## src/rtl/nbus_pkg.sv

```systemverilog
package nbus_pkg;

  typedef enum logic [1:0] {
    CMD_NONE  = 2'b00,
    CMD_LD_DP = 2'b01,
    CMD_LD_PC = 2'b10,
    CMD_RSVD  = 2'b11
  } bus_cmd_e;

  typedef enum logic [1:0] {
    ST_IDLE  = 2'd0,
    ST_ADDR  = 2'd1,
    ST_DUMMY = 2'd2,
    ST_READ  = 2'd3
  } ctl_state_e;

  typedef enum logic {
    SEL_DP = 1'b0,
    SEL_PC = 1'b1
  } ptr_sel_e;

  function automatic logic cmd_is_load(bus_cmd_e c);
    return (c == CMD_LD_DP) || (c == CMD_LD_PC);
  endfunction

endpackage

```

## src/rtl/nbus_cmd_fsm.sv

```systemverilog
module nbus_cmd_fsm
  import nbus_pkg::*;
#(
  parameter int ADDR_NIBS = 5,
  parameter int WORD_NIBS = 16,
  parameter int CNT_W     = 4
) (
  input  logic             clk,
  input  logic             rst_n,
  input  bus_cmd_e         cmd,
  output ctl_state_e       state_q,
  output ptr_sel_e         sel_q,
  output logic [CNT_W-1:0] cnt_q,
  output logic             load_now
);

  localparam logic [CNT_W-1:0] ADDR_LAST = CNT_W'(ADDR_NIBS - 1);
  localparam logic [CNT_W-1:0] WORD_LAST = CNT_W'(WORD_NIBS - 1);

  ctl_state_e       state_d;
  ptr_sel_e         sel_d;
  logic [CNT_W-1:0] cnt_d;

  assign load_now = cmd_is_load(cmd);

  always_comb begin
    state_d = state_q;
    sel_d   = sel_q;
    cnt_d   = cnt_q;
    if (load_now) begin
      state_d = ST_ADDR;
      sel_d   = (cmd == CMD_LD_PC) ? SEL_PC : SEL_DP;
      cnt_d   = '0;
    end else begin
      unique case (state_q)
        ST_IDLE: begin
          cnt_d = '0;
        end
        ST_ADDR: begin
          if (cnt_q == ADDR_LAST) begin
            state_d = ST_DUMMY;
            cnt_d   = '0;
          end else begin
            cnt_d = cnt_q + 1'b1;
          end
        end
        ST_DUMMY: begin
          state_d = ST_READ;
          cnt_d   = '0;
        end
        ST_READ: begin
          if (sel_q == SEL_DP) begin
            if (cnt_q == WORD_LAST) begin
              state_d = ST_IDLE;
              cnt_d   = '0;
            end else begin
              cnt_d = cnt_q + 1'b1;
            end
          end
        end
        default: begin
          state_d = ST_IDLE;
          cnt_d   = '0;
        end
      endcase
    end
  end

  always_ff @(posedge clk or negedge rst_n) begin
    if (!rst_n) begin
      state_q <= ST_IDLE;
      sel_q   <= SEL_DP;
      cnt_q   <= '0;
    end else begin
      state_q <= state_d;
      sel_q   <= sel_d;
      cnt_q   <= cnt_d;
    end
  end

  // any load restarts address capture
  p_load_restarts_r7: assert property (@(posedge clk) disable iff (!rst_n)
    load_now |=> (state_q == ST_ADDR) && (cnt_q == '0));

  // fifth address nibble leads into the dummy cycle, then data
  p_addr_to_dummy_r2: assert property (@(posedge clk) disable iff (!rst_n)
    (state_q == ST_ADDR && cnt_q == ADDR_LAST && !load_now) |=> state_q == ST_DUMMY);

  p_dummy_to_read_r2: assert property (@(posedge clk) disable iff (!rst_n)
    (state_q == ST_DUMMY && !load_now) |=> state_q == ST_READ);

  // a data-pointer word ends after its last nibble
  p_dp_word_end_r5: assert property (@(posedge clk) disable iff (!rst_n)
    (state_q == ST_READ && sel_q == SEL_DP && cnt_q == WORD_LAST && !load_now)
      |=> state_q == ST_IDLE);

  // a fetch-pointer stream has no end of its own
  p_pc_stream_r6: assert property (@(posedge clk) disable iff (!rst_n)
    (state_q == ST_READ && sel_q == SEL_PC && !load_now) |=> state_q == ST_READ);

  // reserved code leaves an idle block idle
  p_rsvd_idle_r8: assert property (@(posedge clk) disable iff (!rst_n)
    (state_q == ST_IDLE && cmd == CMD_RSVD) |=> state_q == ST_IDLE);

endmodule

```

## src/rtl/nbus_ptr_reg.sv

```systemverilog
module nbus_ptr_reg #(
  parameter int NIB_W     = 4,
  parameter int ADDR_NIBS = 5,
  parameter int IDX_W     = 4,
  parameter int MEM_AW    = 8,
  parameter int PTR_W     = NIB_W * ADDR_NIBS
) (
  input  logic              clk,
  input  logic              rst_n,
  input  logic              cap_en,
  input  logic [IDX_W-1:0]  cap_idx,
  input  logic [NIB_W-1:0]  cap_nib,
  input  logic              inc_en,
  output logic [MEM_AW-1:0] ptr_lo
);

  logic [PTR_W-1:0] ptr_q;

  always_ff @(posedge clk or negedge rst_n) begin
    if (!rst_n) begin
      ptr_q <= '0;
    end else if (cap_en) begin
      for (int n = 0; n < ADDR_NIBS; n++) begin
        if (cap_idx == IDX_W'(n)) ptr_q[n*NIB_W +: NIB_W] <= cap_nib;
      end
    end else if (inc_en) begin
      ptr_q <= ptr_q + 1'b1;
    end
  end

  assign ptr_lo = ptr_q[MEM_AW-1:0];

  // one step per driven nibble, modulo 2^PTR_W
  p_ptr_step_r4: assert property (@(posedge clk) disable iff (!rst_n)
    (inc_en && !cap_en) |=> ptr_q == $past(ptr_q) + 1'b1);

  p_ptr_hold_r4: assert property (@(posedge clk) disable iff (!rst_n)
    (!inc_en && !cap_en) |=> $stable(ptr_q));

endmodule

```

## src/rtl/nbus_read_path.sv

```systemverilog
module nbus_read_path
  import nbus_pkg::*;
#(
  parameter int NIB_W  = 4,
  parameter int MEM_AW = 8
) (
  input  logic              clk,
  input  logic              rst_n,
  input  ctl_state_e        state_q,
  input  logic              load_now,
  input  logic [MEM_AW-1:0] ptr_lo,
  input  logic [NIB_W-1:0]  ram_rdata,
  output logic              ram_rd_en,
  output logic [MEM_AW-1:0] ram_addr,
  output logic              drive_en,
  output logic [NIB_W-1:0]  nib_out
);

  logic in_read;
  logic in_dummy;

  assign in_read   = (state_q == ST_READ);
  assign in_dummy  = (state_q == ST_DUMMY);
  assign drive_en  = in_read && !load_now;
  assign ram_rd_en = (in_read || in_dummy) && !load_now;
  // the dummy cycle fetches the pointer itself, each data cycle fetches the next one
  assign ram_addr  = in_read ? ptr_lo + 1'b1 : ptr_lo;
  assign nib_out   = drive_en ? ram_rdata : '0;

  // every driven nibble was requested one cycle before
  p_data_prefetched_r9: assert property (@(posedge clk) disable iff (!rst_n)
    drive_en |-> $past(ram_rd_en));

  // the bus is quiet when not driving
  p_quiet_bus_r3: assert property (@(posedge clk) disable iff (!rst_n)
    !drive_en |-> nib_out == '0);

endmodule

```

## src/rtl/nbus_mem_ctrl.sv

```systemverilog
module nbus_mem_ctrl
  import nbus_pkg::*;
#(
  parameter int NIB_W     = 4,
  parameter int ADDR_NIBS = 5,
  parameter int WORD_NIBS = 16,
  parameter int MEM_AW    = 8
) (
  input  logic              clk,
  input  logic              rst_n,
  input  logic [1:0]        bus_cmd,
  input  logic [NIB_W-1:0]  bus_nib_in,
  output logic [NIB_W-1:0]  bus_nib_out,
  output logic              bus_drive_en,
  output logic              ram_rd_en,
  output logic [MEM_AW-1:0] ram_addr,
  input  logic [NIB_W-1:0]  ram_rdata
);

  localparam int CNT_MAX = (ADDR_NIBS > WORD_NIBS) ? ADDR_NIBS : WORD_NIBS;
  localparam int CNT_W   = $clog2(CNT_MAX);
  localparam int N_PTR   = 2;

  ctl_state_e       state_q;
  ptr_sel_e         sel_q;
  logic [CNT_W-1:0] cnt_q;
  logic             load_now;
  logic             cap_en;
  logic             drive_en;
  logic [MEM_AW-1:0] ptr_lo_w [N_PTR];
  logic [MEM_AW-1:0] cur_lo;

  nbus_cmd_fsm #(
    .ADDR_NIBS (ADDR_NIBS),
    .WORD_NIBS (WORD_NIBS),
    .CNT_W     (CNT_W)
  ) fsm_i (
    .clk      (clk),
    .rst_n    (rst_n),
    .cmd      (bus_cmd_e'(bus_cmd)),
    .state_q  (state_q),
    .sel_q    (sel_q),
    .cnt_q    (cnt_q),
    .load_now (load_now)
  );

  assign cap_en = (state_q == ST_ADDR) && !load_now;

  for (genvar g = 0; g < N_PTR; g++) begin : g_ptr
    nbus_ptr_reg #(
      .NIB_W     (NIB_W),
      .ADDR_NIBS (ADDR_NIBS),
      .IDX_W     (CNT_W),
      .MEM_AW    (MEM_AW)
    ) ptr_i (
      .clk     (clk),
      .rst_n   (rst_n),
      .cap_en  (cap_en && (sel_q == ptr_sel_e'(g))),
      .cap_idx (cnt_q),
      .cap_nib (bus_nib_in),
      .inc_en  (drive_en && (sel_q == ptr_sel_e'(g))),
      .ptr_lo  (ptr_lo_w[g])
    );
  end

  assign cur_lo = ptr_lo_w[sel_q];

  nbus_read_path #(
    .NIB_W  (NIB_W),
    .MEM_AW (MEM_AW)
  ) rd_i (
    .clk       (clk),
    .rst_n     (rst_n),
    .state_q   (state_q),
    .load_now  (load_now),
    .ptr_lo    (cur_lo),
    .ram_rdata (ram_rdata),
    .ram_rd_en (ram_rd_en),
    .ram_addr  (ram_addr),
    .drive_en  (drive_en),
    .nib_out   (bus_nib_out)
  );

  assign bus_drive_en = drive_en;

  // no drive and no memory read in a command cycle
  p_cmd_cycle_silent_r7: assert property (@(posedge clk) disable iff (!rst_n)
    load_now |-> !bus_drive_en && !ram_rd_en);

  // a dummy cycle never drives but always reads memory
  p_dummy_fetch_r2: assert property (@(posedge clk) disable iff (!rst_n)
    (state_q == ST_DUMMY && !load_now) |-> !bus_drive_en && ram_rd_en);

endmodule

```

## config.mk

```make
export PLATFORM = sky130hd
export DESIGN_NAME = nbus_mem_ctrl
export DESIGN_NICKNAME = d
export VERILOG_FILES = /design/src/rtl/nbus_pkg.sv /design/src/rtl/nbus_cmd_fsm.sv /design/src/rtl/nbus_ptr_reg.sv /design/src/rtl/nbus_read_path.sv /design/src/rtl/nbus_mem_ctrl.sv
export SDC_FILE = /design/constraint.sdc
export NUM_CORES = 1
export LEC_CHECK = 0
export ABC_CLOCK_PERIOD_IN_PS = 1840
export BUFFER_PORTS_ARGS = -buffer_cell sky130_fd_sc_hd__buf_4
export CORE_MARGIN = 4
export CORE_UTILIZATION = 45
export DETAILED_ROUTE_END_ITERATION = 10
export PLACE_DENSITY_LB_ADDON = 0.08
export SLEW_MARGIN = 20
export SYNTH_ARGS = -nofsm -noshare
export SYNTH_HDL_FRONTEND = slang
export SYNTH_SLANG_ARGS = --single-unit
export TNS_END_PERCENT = 5
```

## constraint.sdc

```tcl
create_clock -name clk -period 1.84 [get_ports clk]
set_clock_uncertainty 0.05 [all_clocks]
set_input_delay 0.276 -clock clk [delete_from_list [all_inputs] [get_ports clk]]
set_output_delay 0.276 -clock clk [all_outputs]
set_load 0.03 [all_outputs]
```

* Word-level counts from Yosys, hierarchy flattened *
Cells that the tools add are included.

storage, ports and cells
  register bits after elaboration = 47
  word-level logic and storage cells = 95
  memories kept = 0
  memory bits (read-only) = 0
  memory bits (writable) = 0
  latch bits = 0
  input bits = 12

operators by class
  add/subtract/negate cells = 4
  equal/unequal tests = 23
  bitwise operators = 2
  shift-type cells = 0
  div/mod/pow operators = 0
  $lt $le $gt $ge = 1
  $mul = 0
  mux-type cells = 25
  reduce and logical (&&, ||, !) cells = 27

operators by type and width
  cell                                                   number
  two-way mux 20 bit                                     4
  adder 20 x 1 -> 20 bit, second input constant          2
  two-way mux 4 bit                                      10
  two-way mux 8 bit                                      4
  inequality test 2 bit, second input constant           10
  AND reduction 2 bit                                    10
  one-hot mux 4 bit (3 select lines)                     1
  adder 8 x 1 -> 8 bit, second input constant            1
  equality test 4 x 2 -> 1 bit, second input constant    2
  two-way mux 2 bit                                      4
  logical AND 1 bit                                      7
  equality test 2 bit, second input constant             3
  inequality test 3 x 2 -> 1 bit, second input constant  2
  one-hot mux 2 bit (3 select lines)                     1
  adder 4 x 1 -> 4 bit, second input constant            1
  equality test 2 x 1 -> 1 bit, second input constant    2
  equality test 4 x 1 -> 1 bit, second input constant    1
  equality test 4 x 3 -> 1 bit, second input constant    1
  equality test 4 bit, second input constant             1
  zero test 4 bit                                        1
  AND reduction 4 bit                                    1
  nonzero test 2 bit                                     2
  nonzero test 4 bit                                     1
  inequality test 3 x 1 -> 1 bit, second input constant  1
  other kinds (8)                                        9

* Longest topological paths before layout *
Gate-level depths: netlist of the first run.

  depth in word-level cells = 7
  gate-level depth with buffers = 8
  mapped depth without buffers = 7

* Cells and area by module *
Synthesis of the first run repeated with hierarchy kept, for this count alone.

second synthesis, totals
  cell total of the unflattened synthesis = 215
  area total of the unflattened synthesis = 1963.1 µm²

by module, submodules not included
  module          instances  cells each  seq. area each (µm²)  area each (µm²)
  nbus_ptr_reg    2          60          200.2                 541.8
  nbus_cmd_fsm    1          55          175.2                 523.0
  nbus_read_path  1          27          0.0                   192.7
  nbus_mem_ctrl   1          13          0.0                   163.9

* Worst setup path after synthesis of the first run *
Ideal clock, no wire load.

  kind = register to output
  start = register fsm_i.sel_q
  end = output ram_addr[6]
  slack = -508 ps
  stages on the path, launching flop included = 9
  path buffers = 1
  required time = 1514 ps
  arrival = 2022 ps
  cells stage by stage = dfrtp_1 > buf_2 > mux2i_1 > inv_1 > ha_1 > nand3_1 > a211oi_1 > xnor2_1 > mux2i_1

on the way
  longest elaborated chain between the ends = 6

ends and longest elaborated chain
  element                                                   line                  RTL
  from (decl)                                               nbus_cmd_fsm.sv:12    output ptr_sel_e sel_q,
  from (signal assigned)                                    nbus_cmd_fsm.sv:76    sel_q <= sel_d;
  NOT 1 -> 2 bit (not written as such) (*)                  nbus_mem_ctrl.sv:66   assign cur_lo = ptr_lo_w[sel_q];
  two-way mux 8 bit (not written as such) (*) (3 in a row)  nbus_mem_ctrl.sv:66
  adder 8 x 1 -> 8 bit                                      nbus_read_path.sv:27  assign ram_addr = in_read ? ptr_lo + 1'b1 : ptr_lo;
  two-way mux 8 bit (*)                                     nbus_read_path.sv:27
  to (decl)                                                 nbus_mem_ctrl.sv:16   output logic [MEM_AW-1:0] ram_addr,

Mark *: on every way between the ends. The rest lies on a longest branch, timed or not. The select of a mux whose other input is x is not followed.

* Worst setup path after layout of the first run *
Ends and elaborated chain as after synthesis.

==> results of run 1 <==
## flip-flops by register name (all words and copies together), names as in the netlist
register / cells
g_ptr.ptr_i.ptr_q: 16
fsm_i.state_q: 2
fsm_i.cnt_q: 4
fsm_i.sel_q: 1
## cell type report
class,count,area [um^2],share of cell area
repair buffers,71,596,0.222
inverters,8,30.0,0.0112
flip-flops and latches,23,578,0.216
multi-input cells,171,1370,0.511
well taps,50,62.6,0.0234
clock buffers,4,45.0,0.0168
## power by group
part	switching [mW]	internal, mW
Clock	0.183	0.155
Combinational	1.05	1.02
Sequential	0.244	0.684
Total	1.48	1.86
## through the flow
| step | TNS [ns] | util | worst slack [ns] |
|---|---|---|---|
| after floorplan | -0.288 | - | -0.106 |
| final | -2.53 | 0.665 | -0.453 |
| after CTS | -2.42 | 0.647 | -0.410 |
| after global placement | -0.637 | 0.611 | -0.194 |
| after global routing | -3.19 | 0.665 | -0.547 |
| after detailed placement | -0.910 | 0.611 | -0.237 |
## cell usage in the layout (no fill, tap or decap), drive strengths merged, types with 2 or more instances in the layout
master   n
o21ba    2
mux2i   10
and4     3
nor3b    4
nor2    11
o22a     6
nand3b   3
o211ai   2
clkbuf   4
nand4b   2
o21ai   19
nor3     4
nand2   17
nand3   14
inv      8
dfrtp   23
xor2     4
a31oi    3
xnor2    5
buf     70
and3     4
ha       7
nand4    5
a21oi   20
a211oi   2
and2     8
## per-layer routing
layer  wire [um]  GRT usage  part of all wire
met1        2300      0.288              0.41
met2        2740      0.363              0.49
met3         442     0.0262             0.080
met4          62     0.0656             0.011
met5           0          0                 0
## cell families after synthesis
group           count (synthesis)  share of synthesized area
mux                            11                     0.0591
buf+inv                        25                     0.0657
compound gates                 64                      0.236
xor+xnor                        9                     0.0418
flops                          23                      0.305
fa+ha+maj                       7                     0.0465
simple gates                   80                      0.245
## final timing paths
kind / start / endpoint / slack (ns) / cells past startpoint
hold / removal: bus_nib_in[3] / g_ptr[0].ptr_i.ptr_q[3]$_DFFE_PN0P_ / 0.27 / 3
setup / recovery: fsm_i.sel_q$_DFFE_PN0N_ / ram_addr[6] / -0.45 / 7
max in group asynchronous: rst_n / fsm_i.state_q[1]$_DFFE_PN0P_ / 1.10 / 2
setup reg to reg: fsm_i.cnt_q[1]$_DFFE_PN0P_ / g_ptr[0].ptr_i.ptr_q[4]$_DFFE_PN0P_ / 0.05 / 7
hold reg to reg: g_ptr[1].ptr_i.ptr_q[7]$_DFFE_PN0P_ / g_ptr[1].ptr_i.ptr_q[7]$_DFFE_PN0P_ / 0.51 / 1
min in group asynchronous: rst_n / fsm_i.cnt_q[0]$_DFFE_PN0P_ / 0.38 / 2
## timing repair
action | CTS | global route
hold buffers | 1 | 0
resized for setup | 20 | 17
endpoints found under the hold margin | 23 | 0
endpoints found under the setup margin | 13 | 25
pin swaps | 12 | 8
buffers inserted | 2 | 0
## worst register-to-register path, stage by stage (launching register included)
cell,delay (ns)
dfrtp_1,0.41
inv_2,0.07
ha_1,0.15
or3b_4,0.40
buf_4,0.15
a21oi_4,0.13
o21ai_1,0.09
a22o_1,0.23
==> flow_metrics.py, run 1 <==
metrics = {
    "grt": {
        "grt_usage": 0.215,
        "antenna_found_initial": 0,
        "grt_pass1_wl_mm": 8.93,
        "grt_pass1_vias": 1873,
        "grt_overflow_total": 0,
        "grt_max_degree": 24,
    },
    "finish": {
        "nets": 297,
        "fill_cells": 336,
        "fin_area_mm2": 0.00268,
        "layout-drive-gt1-share": 0.408,
        "antenna_cells": 0,
        "fin_cells": 327,
        "syn2layout_area_growth_pct": 42.2,
    },
    "setup_path": {
        "start_kind": "flip-flop",
        "critical_path.cell_chain": "buf_6, buf_6, nand3b_1, a211oi_2, xnor2_1, mux2i_4, buf_6",
        "crit_slowest_cell": "dfrtp_2",
        "cp_num_buf_inv": 3,
        "path_max_fanout": 4,
        "critPathRequiredTime_ns": 1.51,
        "cp_common_cell": "buf_6",
        "max_stage_delay_ns": 0.48,
        "worst-endpoint-arrival_ns": 1.97,
        "critical_path_class": "reg -> out",
        "cp-end-kind": "primary output",
        "crit_family": "flip-flops",
    },
    "cts": {
        "root_buffer": "clkbuf_8",
        "path_clk_slew_ns": 0.09,
        "htree_levels": 1,
        "cts_sinks": 23,
        "cts_tree": "built",
        "ctsLongestPathBuffers": 2,
        "clock_latency_ns": 0.27,
        "cts_buffers": 3,
    },
    "synth": {
        "ys_seq_area_frac": 0.305,
        "synth-edff-count": 0,
        "synth_area_per_cell_um2": 8.60,
        "synth-seq-cells": 23,
        "mappedNetlistArea_mm2": 0.00188,
        "synth_flop_cell": "dfrtp_1",
        "synth_top_cell_by_area": "dfrtp_1",
        "yosys_warnings": 0,
        "yosysUniqueCellTypes": 50,
        "synth_top_area_share": 0.305,
        "synth_common_cells": "23 x dfrtp_1, 18 x a21oi_1, 17 x nand2_1",
        "yosysMostFrequentCell": "dfrtp_1",
        "syn_nets": 238,
        "synth_cells": 219,
        "async_reset_ff_frac": 1.00,
        "synth.area.top_cells": "dfrtp_1 31%, mux2i_1 5.3%, a21oi_1 4.8%",
    },
    "routing": {
        "wire_per_inst_um": 17.0,
        "dr_total_vias": 1923,
        "ant_nets": 0,
        "dr.pass1.iters": 4,
        "via_per_inst": 5.88,
        "routed_wl_mm": 5.55,
        "drc": 0,
        "drtIter0Drc": 134,
    },
    "placement": {
        "numPlacedInstances": 320,
        "place_area_mm2": 0.00246,
        "port_buffers": 25,
        "routabilityCongestion": 0.813,
        "hpwl_mm": 4.07,
    },
    "job": {
        "maxCapViolCount": 0,
    },
    "timing": {
        "min_period_ns": 2.29,
        "final_hold_viol_count": 0,
        "rsz0062_at_grt": "yes",
        "whs_ns": 0.268,
        "slew_viol_final": 0,
        "setup_violations": 7,
        "relSlewSlack": 0.791,
        "fmax_ghz": 0.436,
        "fin_crit_sh": 1.25,
        "worst_slack_ns": -0.453,
        "worst_pin_slew_ns": 0.309,
    },
    "floorplan": {
        "start_util": 0.468,
        "rows": 23,
        "die_w_um": 72.7,
        "io-pin-count": 26,
        "coreArea_mm2": 0.00403,
        "die_area_mm2": 0.00529,
        "die_y_um": 72.7,
    },
    "outcome": {
        "violations": "setup timing",
        "status": "finished, violations left",
    },
    "worst_hold_path": {
        "min_path_type": "in -> reg",
    },
    "pwr": {
        "ir_worst_vdd_v": 0.000747,
        "leakage_nw": 1.15,
        "powerDensity_mw_per_mm2": 1240,
        "power_mw": 3.33,
    },
}
Note: power is estimated with default switching activity, not from simulation.
==> run 2: changes to the inputs <==
- SYNTH_HIERARCHICAL: not set -> 1
==> run 2 against run 1 <==
  * The flow still finishes with violations (setup timing)
  * Wire length fell by 7.3%
  * Die area rose by 3.7%
  * First-iteration DRC count fell by 59%
  * Sequential cell count did not move
  * Clock power rose by 2%
  * Final area rose by 2.9%
  * Non-clock buffer count fell by 2
  * Hold slack got worse by 0.012 ns
  * Register-to-register slack got worse by 0.29 ns
  * Critical endpoint is now ram_addr[7]
  * Highest routed layer unchanged
==> flow_metrics.py, run 2 <==
metrics = {
    "timing": {
        "setup_violations": 22,
        "final_hold_viol_count": 0,
        "rsz0062_at_grt": "yes",
        "worst_slack_ns": -0.335,
        "slew_viol_final": 0,
        "fin_crit_sh": 1.18,
        "relSlewSlack": 0.756,
        "min_period_ns": 2.17,
        "whs_ns": 0.256,
        "fmax_ghz": 0.460,
        "worst_pin_slew_ns": 0.366,
    },
    "setup_path": {
        "start_kind": "flip-flop",
        "path_max_fanout": 7,
        "worst-endpoint-arrival_ns": 1.85,
        "cp-end-kind": "primary output",
        "critical_path_class": "reg -> out",
        "critPathRequiredTime_ns": 1.51,
    },
    "outcome": {
        "status": "finished, violations left",
        "violations": "setup timing",
    },
    "synth": {
        "async_reset_ff_frac": 1.00,
        "synth_flop_cell": "dfrtp_1",
        "mappedNetlistArea_mm2": 0.00196,
        "synth_top_cell_by_area": "dfrtp_1",
        "synth.area.top_cells": "dfrtp_1 29%, ha_1 6.4%, o21ai_0 4.6%",
        "synth_cells": 215,
        "ys_seq_area_frac": 0.293,
        "yosysUniqueCellTypes": 45,
        "synth-edff-count": 0,
        "synth-seq-cells": 23,
        "synth_area_per_cell_um2": 9.13,
        "yosys_warnings": 6,
        "syn_nets": 237,
        "synth_common_cells": "24 x nand2_1, 23 x dfrtp_1, 18 x o21ai_0",
        "yosysMostFrequentCell": "nand2_1",
        "synth_top_area_share": 0.293,
    },
    "finish": {
        "final_common_cell": "buf_4",
        "top_register": "g_ptr.ptr_i/ptr_q",
        "fill_cells": 338,
        "layout_common_cells": "60 x buf_4, 21 x nand2_1, 21 x dfrtp_1",
        "fin_cells": 334,
        "layout-drive-gt1-share": 0.423,
        "largest_reg_flops": 16,
        "nets": 307,
        "antenna_cells": 0,
        "syn2layout_area_growth_pct": 40.5,
        "top_regs": "g_ptr.ptr_i/ptr_q (16), fsm_i/cnt_q (4), fsm_i/state_q (2)",
    },
    "grt": {
        "grt_usage": 0.192,
        "grt_max_degree": 24,
        "grt_pass1_vias": 1749,
        "grt_pass1_wl_mm": 8.32,
        "grt_overflow_total": 0,
        "antenna_found_initial": 0,
    },
    "floorplan": {
        "rows": 23,
        "die_area_mm2": 0.00548,
        "io-pin-count": 26,
        "start_util": 0.477,
        "die_w_um": 74.1,
        "die_y_um": 74.1,
        "coreArea_mm2": 0.00412,
    },
    "worst_hold_path": {
        "min_path_type": "in -> reg",
    },
    "routing": {
        "drtIter0Drc": 55,
        "wire_per_inst_um": 15.4,
        "dr.pass1.iters": 4,
        "ant_nets": 0,
        "drc": 0,
        "via_per_inst": 5.56,
        "routed_wl_mm": 5.14,
        "dr_total_vias": 1856,
    },
    "job": {
        "maxCapViolCount": 0,
    },
    "cts": {
        "cts_sinks": 23,
        "cts_tree": "built",
        "clock_latency_ns": 0.27,
        "path_clk_slew_ns": 0.10,
        "root_buffer": "clkbuf_8",
        "htree_levels": 1,
        "ctsLongestPathBuffers": 2,
        "cts_buffers": 3,
    },
    "pwr": {
        "swShare": 0.440,
        "p_comb_frac": 0.651,
        "leakage_nw": 1.20,
        "p_int_mw": 1.88,
        "power_mw": 3.35,
        "seqPwrFrac": 0.246,
        "ir_worst_vdd_v": 0.000616,
        "net-switching-power_mw": 1.47,
        "pwr-share-clk": 0.103,
        "powerDensity_mw_per_mm2": 1210,
    },
    "placement": {
        "routabilityCongestion": 0.824,
        "port_buffers": 25,
        "hpwl_mm": 3.76,
        "numPlacedInstances": 324,
    },
}
run 2: cell types whose count changed in the layout (fill, tap and decap cells not counted), sizes merged, moves of 4 or more:
| cell | previous run | this run |
|---|---|---|
| a21oi | 20 | 10 |
| and2 | 8 | 4 |
| mux2 | 1 | 10 |
| nand2 | 17 | 25 |
| nand3 | 14 | 10 |
| nor2 | 11 | 7 |
| nor2b | 1 | 9 |
| nor4 | 0 | 5 |
| o22a | 6 | 0 |
run 2: layout make-up:
cell class                      instances  area (um^2)  area share
Clock buffer                            3         41.3      0.0150
Clock inverter                          1         7.51     0.00272
Inverter                               10         37.5      0.0136
Multi-Input combinational cell        178         1470       0.532
Sequential cell                        23          578       0.210
Tap cell                               50         62.6      0.0227
Timing Repair Buffer                   69          563       0.204
run 2: through the flow:
step	TNS (ns)	area (um^2)	utilization	worst slack (ns)
finish	-4.23	2760	0.670	-0.335
global route	-6.40	2760	0.670	-0.399
CTS	-4.26	2690	0.653	-0.338
detailed placement	-4.16	2530	0.614	-0.342
global placement	-3.98	2530	0.614	-0.323
floorplan	-6.13	2000	-	-0.540
run 2: per-layer routing:
| layer | up-vias | track usage | part of all wire |
|---|---|---|---|
| met1 | 868 | 0.280 | 0.49 |
| met3 | 2 | 0.0351 | 0.064 |
| met2 | 47 | 0.304 | 0.44 |
| li1 | 939 | - | - |
| met4 | 0 | 0.0221 | 0.0019 |
| met5 | - | 0 | 0 |
run 2: logic make-up (layout without fill, tap and decap cells):
family,after synthesis,count (layout),share of synthesized area
AO/OA/AOI/OAI,49,49,0.172
XOR/XNOR,7,7,0.0312
adder cells (fa/ha/maj),10,10,0.0637
buffers and inverters,14,83,0.0312
flip-flops,23,23,0.293
multiplexers,18,18,0.110
AND/OR/NAND/NOR,94,94,0.299
run 2: worst max-delay path, stage by stage, from the launching register on:
cell     delay (ns)
dfrtp_1        0.41
buf_12         0.15
buf_6          0.11
mux2_4         0.21
nand2_4        0.06
nor4_4         0.26
xor2_1         0.18
buf_4          0.18
run 2: timing repair:
item                       CTS  global route
hold endpoints to repair    23             0
setup endpoints to repair   17            28
gates resized for setup     22            17
setup buffers                5             0
gates cloned                 0             0
hold buffers                 1             0
pin swaps                    8             6
run 2: path summary, 6_finish.rpt:
kind                                                     start                             endpoint  slack, ns  depth (start not counted)
setup / recovery                       fsm_i/sel_q$_DFFE_PN0P_                          ram_addr[7]      -0.33                          7
hold reg to reg            g_ptr[1].ptr_i/ptr_q[1]$_DFFE_PN0P_  g_ptr[1].ptr_i/ptr_q[1]$_DFFE_PN0P_       0.53                          2
min in group asynchronous                                rst_n  g_ptr[1].ptr_i/ptr_q[4]$_DFFE_PN0P_       0.39                          2
setup reg to reg                       fsm_i/sel_q$_DFFE_PN0P_  g_ptr[1].ptr_i/ptr_q[2]$_DFFE_PN0P_      -0.24                          9
hold / removal                                   bus_nib_in[3]  g_ptr[1].ptr_i/ptr_q[7]$_DFFE_PN0P_       0.26                          3
max in group asynchronous                                rst_n         fsm_i/state_q[1]$_DFFE_PN0P_       1.08                          2
run 2: power by group through the flow:
stage                     logic (mW)  clock network, mW  registers (mW)
final                           2.18              0.345           0.823
after global routing            2.38              0.375           0.847
after CTS                       2.07              0.352           0.815
after detailed placement        1.93                  0           0.823
after global placement          1.91                  0           0.821
after floorplan                 1.17                  0           0.854
